**src/rtl/itmr_pkg.sv**
```systemverilog
package itmr_pkg;
  localparam int NSRC  = 4;
  localparam int EXP_W = 3;
  localparam int SRC_W = $clog2(NSRC);

  localparam logic [3:0] OFS_CTRL = 4'h0;
  localparam logic [3:0] OFS_IVAL = 4'h4;
  localparam logic [3:0] OFS_CNT  = 4'h8;

  localparam int BIT_EN  = 0;
  localparam int BIT_RLD = 1;
  localparam int SRC_LO  = 2;
  localparam int EXP_LO  = 4;

  typedef struct packed {
    logic [EXP_W-1:0] exp;
    logic [SRC_W-1:0] src;
    logic             en;
  } ctrl_t;
endpackage

```
**src/rtl/itmr_regs.sv**
```systemverilog
module itmr_regs
  import itmr_pkg::*;
#(
  parameter int DATA_W = 32,
  parameter int CNT_W  = 32
) (
  input  logic              clk,
  input  logic              rst_n,
  input  logic              bus_wr,
  input  logic [3:0]        bus_addr,
  input  logic [DATA_W-1:0] bus_wdata,
  input  logic [CNT_W-1:0]  count,
  output ctrl_t             ctrl,
  output logic              ctrl_wr,
  output logic              reload,
  output logic [CNT_W-1:0]  interval,
  output logic [DATA_W-1:0] rdata
);
  logic ival_wr;

  assign ctrl_wr = bus_wr && (bus_addr == OFS_CTRL);
  assign ival_wr = bus_wr && (bus_addr == OFS_IVAL);
  assign reload  = ctrl_wr && bus_wdata[BIT_RLD];

  always_ff @(posedge clk) begin
    if (!rst_n) begin
      ctrl     <= '0;
      interval <= '0;
    end else begin
      if (ctrl_wr) begin
        ctrl.en  <= bus_wdata[BIT_EN];
        ctrl.src <= bus_wdata[SRC_LO +: SRC_W];
        ctrl.exp <= bus_wdata[EXP_LO +: EXP_W];
      end
      if (ival_wr) interval <= bus_wdata[CNT_W-1:0];
    end
  end

  always_comb begin
    case (bus_addr)
      OFS_CTRL: rdata = DATA_W'({ctrl.exp, ctrl.src, 1'b0, ctrl.en});
      OFS_IVAL: rdata = DATA_W'(interval);
      OFS_CNT:  rdata = DATA_W'(count);
      default:  rdata = '0;
    endcase
  end
endmodule

```
**src/rtl/itmr_prescaler.sv**
```systemverilog
module itmr_prescaler
  import itmr_pkg::*;
#(
  parameter logic [NSRC-1:0] SRC_AVAIL = '1
) (
  input  logic            clk,
  input  logic            rst_n,
  input  logic [NSRC-1:0] src_tick,
  input  ctrl_t           ctrl,
  input  logic            ctrl_wr,
  output logic            step,
  output logic            src_bad,
  output logic            src_err
);
  localparam int PH_W = (1 << EXP_W) - 1;

  logic [NSRC-1:0] gated;
  logic [PH_W-1:0] phase;
  logic [PH_W-1:0] limit;
  logic            tick;

  for (genvar g = 0; g < NSRC; g++) begin : g_gate
    if (SRC_AVAIL[g]) begin : g_on
      assign gated[g] = src_tick[g];
    end else begin : g_off
      assign gated[g] = 1'b0;
    end
  end

  assign src_bad = !SRC_AVAIL[ctrl.src];
  assign tick    = gated[ctrl.src] && ctrl.en && !ctrl_wr;
  assign limit   = ~({PH_W{1'b1}} << ctrl.exp);
  assign step    = tick && (phase == limit);

  always_ff @(posedge clk) begin
    if (!rst_n) begin
      phase   <= '0;
      src_err <= 1'b0;
    end else begin
      src_err <= src_err | src_bad;
      if (ctrl_wr || step) phase <= '0;
      else if (tick)       phase <= phase + 1'b1;
    end
  end
endmodule

```
**src/rtl/itmr_counter.sv**
```systemverilog
module itmr_counter #(
  parameter int CNT_W = 32
) (
  input  logic             clk,
  input  logic             rst_n,
  input  logic             reload,
  input  logic             step,
  input  logic [CNT_W-1:0] interval,
  output logic [CNT_W-1:0] count,
  output logic             irq
);
  logic last;

  assign last = (count <= CNT_W'(1));

  always_ff @(posedge clk) begin
    if (!rst_n) begin
      count <= '0;
      irq   <= 1'b0;
    end else begin
      irq <= 1'b0;
      if (reload) begin
        count <= interval;
      end else if (step) begin
        if (last) begin
          count <= interval;
          irq   <= 1'b1;
        end else begin
          count <= count - 1'b1;
        end
      end
    end
  end
endmodule

```
**src/rtl/tick_interval_timer.sv**
```systemverilog
module tick_interval_timer
  import itmr_pkg::*;
#(
  parameter int               DATA_W    = 32,
  parameter int               CNT_W     = 32,
  parameter logic [NSRC-1:0]  SRC_AVAIL = '1
) (
  input  logic              clk,
  input  logic              rst_n,
  input  logic [3:0]        src_tick,
  input  logic              bus_wr,
  input  logic [3:0]        bus_addr,
  input  logic [DATA_W-1:0] bus_wdata,
  output logic [DATA_W-1:0] bus_rdata,
  output logic              irq,
  output logic              src_err
);
  ctrl_t            ctrl_q;
  logic             ctrl_wr;
  logic             reload;
  logic             step;
  logic             src_bad;
  logic [CNT_W-1:0] interval_q;
  logic [CNT_W-1:0] count_q;

  itmr_regs #(.DATA_W(DATA_W), .CNT_W(CNT_W)) u_regs (
    .clk(clk), .rst_n(rst_n), .bus_wr(bus_wr), .bus_addr(bus_addr),
    .bus_wdata(bus_wdata), .count(count_q), .ctrl(ctrl_q),
    .ctrl_wr(ctrl_wr), .reload(reload), .interval(interval_q),
    .rdata(bus_rdata)
  );

  itmr_prescaler #(.SRC_AVAIL(SRC_AVAIL)) u_pre (
    .clk(clk), .rst_n(rst_n), .src_tick(src_tick), .ctrl(ctrl_q),
    .ctrl_wr(ctrl_wr), .step(step), .src_bad(src_bad), .src_err(src_err)
  );

  itmr_counter #(.CNT_W(CNT_W)) u_cnt (
    .clk(clk), .rst_n(rst_n), .reload(reload), .step(step),
    .interval(interval_q), .count(count_q), .irq(irq)
  );
endmodule

```
**config.mk**
```make
export PLATFORM = sky130hd
export DESIGN_NAME = tick_interval_timer
export DESIGN_NICKNAME = d
export VERILOG_FILES = /design/src/rtl/itmr_pkg.sv /design/src/rtl/itmr_regs.sv /design/src/rtl/itmr_prescaler.sv /design/src/rtl/itmr_counter.sv /design/src/rtl/tick_interval_timer.sv
export SDC_FILE = /design/constraint.sdc
export NUM_CORES = 1
export LEC_CHECK = 0
export ABC_AREA = 1
export BUFFER_PORTS_ARGS = -buffer_cell sky130_fd_sc_hd__clkbuf_2
export CORE_ASPECT_RATIO = 2
export CORE_UTILIZATION = 35
export DETAILED_ROUTE_END_ITERATION = 12
export GPL_TIMING_DRIVEN = 0
export PLACE_DENSITY = 0.64
export SYNTH_ARGS = -nofsm -noshare
export SYNTH_HDL_FRONTEND = slang
export SYNTH_SLANG_ARGS = --single-unit
export TNS_END_PERCENT = 5
```
**constraint.sdc**
```tcl
create_clock -name clk -period 2.05 [get_ports clk]
set_input_delay 0.1025 -clock clk [delete_from_list [all_inputs] [get_ports clk]]
set_output_delay 0.1025 -clock clk [all_outputs]
set_load 0.005 [all_outputs]
```
Word-level counts from Yosys, hierarchy flattened
Index checks and enable logic that the tools add are counted.
{"block": "word_totals", "inputBits": 43, "reg_bits": 79}
{"block": "op_classes", "shift": 1, "n_lt_le_gt_ge": 2, "bitwise_logic": 4, "n_reduce_logical": 13, "muxes": 9, "n_addsub": 2, "eq_ne": 3}
{"cell": "$mux 32", "count": 3}
{"cell": "$pmux 32 s3", "count": 1}
{"cell": "$le 32x1->1 const B", "count": 1}
{"cell": "$sub 32x1->32 const B", "count": 1}
{"cell": "$add 7x1->7 const B", "count": 1}
{"cell": "$eq 7x7->1", "count": 1}
{"cell": "$not 7->7", "count": 1}
{"cell": "$shl 7x3->7 const A", "count": 1}
{"cell": "$logic_and 1x1->1", "count": 6}
{"cell": "$bmux 1 s2", "count": 2}
{"cell": "$eq 4x3->1 const B", "count": 1}
{"cell": "$eq 4x4->1 const B", "count": 1}
{"cell": "$logic_not 4->1", "count": 1}
{"cell": "$lt 2x3->1 const B", "count": 1}
{"cell": "$mux 1", "count": 3}
{"cell": "$reduce_or 3->1", "count": 1}
{"cell": "$logic_not 1->1", "count": 2}
{"cell": "$not 1->1", "count": 2}
{"cell": "$reduce_bool 2->1", "count": 1}
{"cell": "$reduce_or 2->1", "count": 1}
{"cell": "$logic_or 1x1->1", "count": 1}
{"cell": "$or 1x1->1", "count": 1}

Depth between registers and ports, before layout
Gate-level depths: netlist of run 1.
{"block": "logic_depth", "depth_word": 7, "depth_mapped": 14}

By module
From an unflattened synthesis of run 1, not the netlist that was laid out.
{"block": "unflattened", "cells_unflattened": 923, "hier_area_um2": 5554.1}
{"module": "itmr_counter", "instances": 1, "seq_area_each_um2": 660.6, "cells_per_inst": 397, "area_per_inst_um2": 2556.2}
{"module": "itmr_regs", "instances": 1, "seq_area_each_um2": 760.7, "cells_per_inst": 408, "area_per_inst_um2": 2371.0}
{"module": "itmr_prescaler", "instances": 1, "seq_area_each_um2": 140.1, "cells_per_inst": 118, "area_per_inst_um2": 626.9}

Least setup slack after synthesis of run 1
No wires, ideal clock.
{"block": "synth_timing", "path_type": "flip-flop to flip-flop", "from": "register u_cnt.count[0]", "to": "register u_cnt.count[19]", "n_path_buf": 1, "setup_ns": 0.117, "setup_slack_ns": 0.354, "t_arrival_ns": 1.579, "path_stages_with_launch": 12, "path_cell_list": "dfxtp_1 -> inv_1 -> ha_1 -> nand2_1 -> a21oi_1 -> nand2_1 -> nor2_1 -> nor2_1 -> clkbuf_1 -> nand3_1 -> a21oi_2 -> nor2_1"}
{"block": "synth_via", "elab_chain_cells": 4, "elab_cells_between_ends": 5, "cone_classes": "1 x add/sub; 1 x order compare; 3 x mux"}
{"item": "from (decl)", "line_no": "itmr_counter.sv:9", "rtl": "output logic [CNT_W-1:0] count,"}
{"item": "from (signal assigned)", "line_no": "itmr_counter.sv:23", "rtl": "count <= interval;"}
{"item": "from (signal assigned)", "line_no": "itmr_counter.sv:26", "rtl": "count <= interval;"}
{"item": "from (signal assigned)", "line_no": "itmr_counter.sv:29", "rtl": "count <= count - 1'b1;"}
{"item": "$sub 32x1->32 or $le 32x1->1 (tied branches)", "line_no": "itmr_counter.sv:29, itmr_counter.sv:14"}
{"item": "$mux 32 *", "line_no": "itmr_counter.sv:25", "rtl": "if (last) begin"}
{"item": "$mux 32 *", "line_no": "itmr_counter.sv:24", "rtl": "end else if (step) begin"}
{"item": "$mux 32 *", "line_no": "itmr_counter.sv:22", "rtl": "if (reload) begin"}
Mark *: on every way between the ends. The rest lies on a longest branch, timed or not. The select of a mux whose other input is x is not followed.
A chain may end at the register's enable or synchronous reset.

Worst setup path in the final report of run 1
{"block": "layout_timing", "from": "register u_cnt.count[1]", "to": "register u_cnt.count[30]"}
Same word-level chain as after synthesis.

==> flow_metrics.tcl, run 1 <==
set metrics [dict create \
    status "complete, no violations" \
    synth_cell_types 34 \
    rsz0062_at_grt "no" \
    ios 77 \
    drtIter0Drc 301 \
    cts-root-buf "clkbuf_16" \
    die_y_um 165 \
    endpoint_kind "flip-flop" \
    area_growth_pct 20.2 \
    final.period_utilization_pct 94.7 \
    yosysWarningCount 0 \
    synth_common_cells "nand2_1 (141), nor2_1 (119), inv_1 (87)" \
    ir_worst_vdd_uv 460 \
    drt-total-wl_um 16800 \
    route.detailed.drc 0 \
    crit_fanout 4 \
    grt_pass1_vias 5024 \
    dp_hpwl_um 13000 \
    htree_levels 3 \
    setup_violations 0 \
    syn_inst 728 \
    hold_viol_final 0 \
    synth.cell_area_sq_mm 0.00465 \
    synth_seq_area_share_pct 33.6 \
    rr_endpoint "u_cnt.count[30]" \
    min_period_ns 1.94 \
    clockBufferDepth 2 \
    cp.arrival_ns 2.18 \
    hold_class "input port to flip-flop" \
    synthTopCellsByArea "dfxtp_1 (34%), nand2_1 (11%), nor2_1 (9.6%)" \
    port_buffers 74 \
    gr-total-overflow 0 \
    grt_antenna_before_repair 0 \
    hold-path-endpoint "u_regs.interval[3]" \
    hold_buffers 0 \
    critPathKind "flip-flop to flip-flop" \
    seqCellArea_sq_mm 0.00156 \
    first_pass_iters 6 \
    p_leak_nw 2.55 \
    cts_tree "done" \
    globalRouteTotalUtil_pct 24.7 \
    fillers 1461 \
    initial_core_util_pct 35.8 \
    critPathLaunchType "flip-flop" \
    antenna_cells 0 \
    wl_per_cell_um 17.2 \
    min_path_cells 3 \
    final_nets 861 \
    timing.rr.start "u_cnt.count[1]" \
    multi_input_comb_area_sq_mm 0.00259 \
    drv_cap 0 \
    insertion_delay_ns 0.35 \
    finalClockSkew_ns 0.0120 \
    synth_top_area_cell "dfxtp_1" \
    synth.avg_cell_area_sq_um 6.38 \
    path_clk_slew_ns 0.07 \
    final_layout_size_suffix_gt1_share_pct 17.2 \
    viasPerCell 5.26 \
    yosys.area.top_type_share_pct 33.6 \
    maxSlewViolCount 0 \
    async_flop_share_pct 0 \
    dominantRegCellSynth "dfxtp_1" \
    fmax_mhz 515 \
    final_core_util_pct 43.0 \
    die_w_um 83.5 \
    power_density_mw_per_mm2 767 \
    dieArea_sq_mm 0.0138 \
    post-synth-top-count-cell "nand2_1" \
    rows 59 \
    grt_max_degree 15 \
    ys_ff_latch 78 \
    tightestPinTransition_ns 0.855 \
    slew_headroom_pct 43.0 \
    reg2reg_depth 9 \
    drtAntennaViolNets 0 \
    synth_nets 774 \
    r2r_slack_ns 0.11 \
    grt_pass1_wl_um 25700 \
    holdCritStartpoint "bus_wdata[3]" \
    numCtsBuffers 9 \
    synth_edf_count 0 \
    gp_congestion 1.00 \
    routed-via-count 5115 \
    core_sq_mm 0.0130 \
    required_ns 2.29 \
    cts_sinks 78 \
    finalSetupTns_ns 0 \
]
## kinds of logic after synthesis
| kind of cell | share of synthesized area, % |
|---|---|
| flip-flops | 33.6 |
| buffers and inverters | 11.4 |
| AO/OA/AOI/OAI | 20.2 |
| XOR/XNOR | 4.34 |
| AND/OR/NAND/NOR | 29.6 |
| adder cells (fa/ha/maj) | 0.808 |
| other | 0.0807 |
## report_power, final
part	internal, W	leakage (nW)	switching (W)	total [W]
Clock	0.000986	0.149	0.000709	0.00169
Sequential	0.00154	0.631	0.0000242	0.00157
Combinational	0.000338	1.77	0.000681	0.00102
Total	0.00287	2.55	0.00141	0.00428
## metal layers
metal	track usage, %	wire (um)	vias up
li1	-	-	2534
met1	22.4	5660	2326
met2	47.8	8940	180
met3	3.85	755	75
met4	20.3	1390	0
met5	0	0	-
## how the worst max path moves through the flow
stage,from,to,slack (ns),depth (start not counted)
final,u_cnt.count[1],u_cnt.count[30],0.11,9
after global routing,u_cnt.count[15],u_cnt.count[0],0.007,10
after CTS,u_cnt.count[0],u_cnt.count[19],0.03,10
after global placement,u_cnt.count[0],u_cnt.count[22],-0.27,11
after floorplan,u_cnt.count[0],u_cnt.count[19],0.35,11
after detailed placement,u_cnt.count[0],u_cnt.count[22],-0.25,11
## cell type report
class	count	share of cell area, %
clock inverters	6	1.23
plain buffers	32	3.43
clock buffers	10	4.28
well taps	152	3.41
flip-flops and latches	78	28.0
multi-input cells	525	46.4
repair buffers	76	6.90
inverters	93	6.30
## stage by stage
step / instances / power (W) / cell area (sq um) / hold slack [ns] / worst slack (ns)
2_1_floorplan: 728 / 0.00223 / 4650 / 0.263 / 0.354
3_3_place_gp: 954 / 0.00254 / 5210 / 0.382 / -0.269
3_5_place_dp: 954 / 0.00255 / 5210 / 0.387 / -0.247
4_1_cts: 970 / 0.00423 / 5530 / 0.0200 / 0.0264
5_1_grt: 972 / 0.00445 / 5580 / 0.0415 / 0.00708
6_report: 972 / 0.00428 / 5580 / 0.0202 / 0.108
## critical path, stage by stage (launching register included)
cell     delay [ns]
dfxtp_1        0.33
inv_1          0.14
ha_4           0.20
inv_1          0.05
nor2_1         0.26
nand2_1        0.22
nor2_1         0.30
xor2_1         0.10
o21ai_0        0.15
a21oi_1        0.08
## state kept, by name, summed over array words and instances, names as in the netlist
signal,cells
u_cnt.count,32
u_regs.interval,32
u_pre.phase,7
u_regs.ctrl,6
u_cnt.irq,1
## what timing repair did
item                       CTS  global route
setup endpoints to repair   27            33
buffers inserted             0             2
gates resized for setup      8            13
pin swaps                    0             3
cloned                       0             0
## cells in the final DEF (no fill, tap or decap), types with 8 or more instances in the layout
cell	n
nand2_1	141
dfxtp_1	76
o21ai_0	76
o22ai_1	26
clkbuf_16	9
xor2_1	21
o21ai_1	10
a21oi_1	52
inv_1	85
nor2_1	114
nand3_1	35
nor2_2	8
clkbuf_2	75
clkbuf_1	18
No activity file was read; power rests on OpenSTA's default activity.
==> run 2, diff against run 1 <==
CTS_BUF_LIST = sky130_fd_sc_hd__clkbuf_4 sky130_fd_sc_hd__clkbuf_8 sky130_fd_sc_hd__clkbuf_16   (was unset)
clock period = 2.2 ns   (was 2.05 ns; I/O delays follow)
==> run 2 against run 1 <==
Compared with the run above:
- sequential power fell by 7%
- clock power fell by 7%
- fmax fell by 6.5%
- total power fell by 7.7%
- routed wire length fell by 0.32%
- cell area fell by 0.94%
==> flow_metrics.tcl, run 2 (same netlist as run 1, synthesis figures left out) <==
set metrics [dict create \
    crit_fanout 10 \
    route.detailed.drc 0 \
    grt_antenna_before_repair 0 \
    drt-total-wl_um 16700 \
    grt_pass1_vias 5011 \
    finalSetupTns_ns 0 \
    wl_per_cell_um 17.2 \
    ir_worst_vdd_uv 428 \
    drv_cap 0 \
    die_w_um 83.5 \
    die_y_um 165 \
    cpMostUsedCell "nand2_1" \
    status "complete, no violations" \
    reg_top3 "u_cnt.count (32), u_regs.interval (32), u_pre.phase (7)" \
    maxSlewViolCount 0 \
    finalClockSkew_ns 0.0119 \
    antenna_cells 0 \
    final.period_utilization_pct 94.4 \
    endpoint_kind "flip-flop" \
    initial_core_util_pct 35.8 \
    rr_endpoint "u_cnt.count[19]" \
    final_common_cell "nand2_1" \
    final_nets 859 \
    timing.rr.start "u_cnt.count[0]" \
    clockBufferDepth 2 \
    port_buffers 74 \
    numCtsBuffers 9 \
    fillers 1462 \
    insertion_delay_ns 0.35 \
    cts_sinks 78 \
    dpl.cell_count 954 \
    min_period_ns 2.08 \
    core_sq_mm 0.0130 \
    dp_hpwl_um 13000 \
    report.power.total_w 0.00395 \
    viasPerCell 5.27 \
    layout_common_cells "nand2_1 (141), nor2_1 (117), inv_1 (87), dfxtp_1 (78), o21ai_0 (76)" \
    drtIter0Drc 287 \
    rows 59 \
    grt_pass1_wl_um 25500 \
    final_layout_size_suffix_gt1_share_pct 15.9 \
    cp-endpoint "u_cnt.count[19]" \
    power_density_mw_per_mm2 715 \
    slew_headroom_pct 41.8 \
    gp_congestion 1.00 \
    globalRouteTotalUtil_pct 24.6 \
    critPathLaunchType "flip-flop" \
    r2r_slack_ns 0.12 \
    area_growth_pct 19.0 \
    cts_setup_buffers 0 \
    hold_class "input port to flip-flop" \
    path_clk_slew_ns 0.07 \
    worstPathCellList "inv_1 > ha_2 > nand2_1 > a21oi_1 > nand4_1 > nand2_2 > clkbuf_4 > nand2_1 > a21oi_2 > nor2_1" \
    first_pass_iters 5 \
    cp.arrival_ns 2.31 \
    drtAntennaViolNets 0 \
    hold_viol_final 0 \
    fmax_mhz 482 \
    ios 77 \
    setup_violations 0 \
    hold_ws_ns 0.0280 \
    slowest_delay_ns 0.34 \
    required_ns 2.44 \
    reg2reg_depth 10 \
    p_leak_nw 2.52 \
    htree_levels 3 \
    routed-via-count 5115 \
    tightestPinTransition_ns 0.873 \
    critPathKind "flip-flop to flip-flop" \
    crit_slowest_cell "dfxtp_1" \
    placedInstanceArea_sq_mm 0.00521 \
    gr-total-overflow 0 \
    hold_buffers 0 \
    final_design_area_no_fill_sq_mm 0.00553 \
    dieArea_sq_mm 0.0138 \
    cts_tree "done" \
    seqCellArea_sq_mm 0.00156 \
    multi_input_comb_area_sq_mm 0.00256 \
    cts-root-buf "clkbuf_16" \
    grt_max_degree 15 \
    holdCritStartpoint "bus_wdata[25]" \
    final_cell_count_no_fill 970 \
    timing.critical_path.from "u_cnt.count[0]" \
]
## run 2: layout make-up
| cell class | count | area share (%) |
|---|---|---|
| tap | 152 | 3.44 |
| sequential | 78 | 28.2 |
| clock buffer | 10 | 4.32 |
| multi-input combinational | 525 | 46.3 |
| clock inverter | 6 | 1.24 |
| inverter | 93 | 6.36 |
| buffer | 32 | 3.39 |
| timing repair buffer | 74 | 6.70 |
## run 2: timing repair
item | 4_1_cts | 5_1_grt
gates resized for setup | 2 | 5
hold endpoints to repair | 0 | 0
pin swaps | 0 | 0
setup endpoints to repair | 8 | 22
## run 2: report_power, final
group	internal (W)	switching (W)	leakage (nW)
combinational	0.000288	0.000626	1.74
sequential	0.00144	0.0000224	0.630
clock	0.000918	0.000660	0.149
total	0.00265	0.00131	2.52
## run 2: through the flow
stage               worst slack [ns]  util, %
floorplan                      0.504        -
global placement              -0.119     40.1
detailed placement           -0.0971     40.1
CTS                           0.0329     42.5
global route                 -0.0171     42.6
finish                         0.123     42.6
## run 2: critical path: cells and delay by family (launching register included)
kind | cells | cell delay (ns)
adders and majority gates | 1 | 0.26
AOI/OAI and AO/OA | 2 | 0.34
buffers and inverters | 2 | 0.39
and+or+nand+nor | 5 | 0.63
DFF | 1 | 0.34
## run 2: how the worst min path moves through the flow
stage	to	cells past startpoint	slack, ns
global route	u_regs.interval[4]	3	0.05
CTS	u_regs.interval[3]	3	0.03
detailed placement	u_regs.interval[3]	3	0.39
floorplan	u_regs.ctrl[0]	2	0.27
global placement	u_regs.interval[17]	3	0.39
finish	u_regs.interval[25]	3	0.03
## run 2: per-layer routing
layer	share of wire, %	up-vias	wire, um	GRT usage, %
li1	-	2529	-	-
met1	34	2346	5600	22.3
met2	54	169	9080	47.7
met3	4.3	71	718	3.95
met4	7.8	0	1300	19.3
met5	0	-	0	0
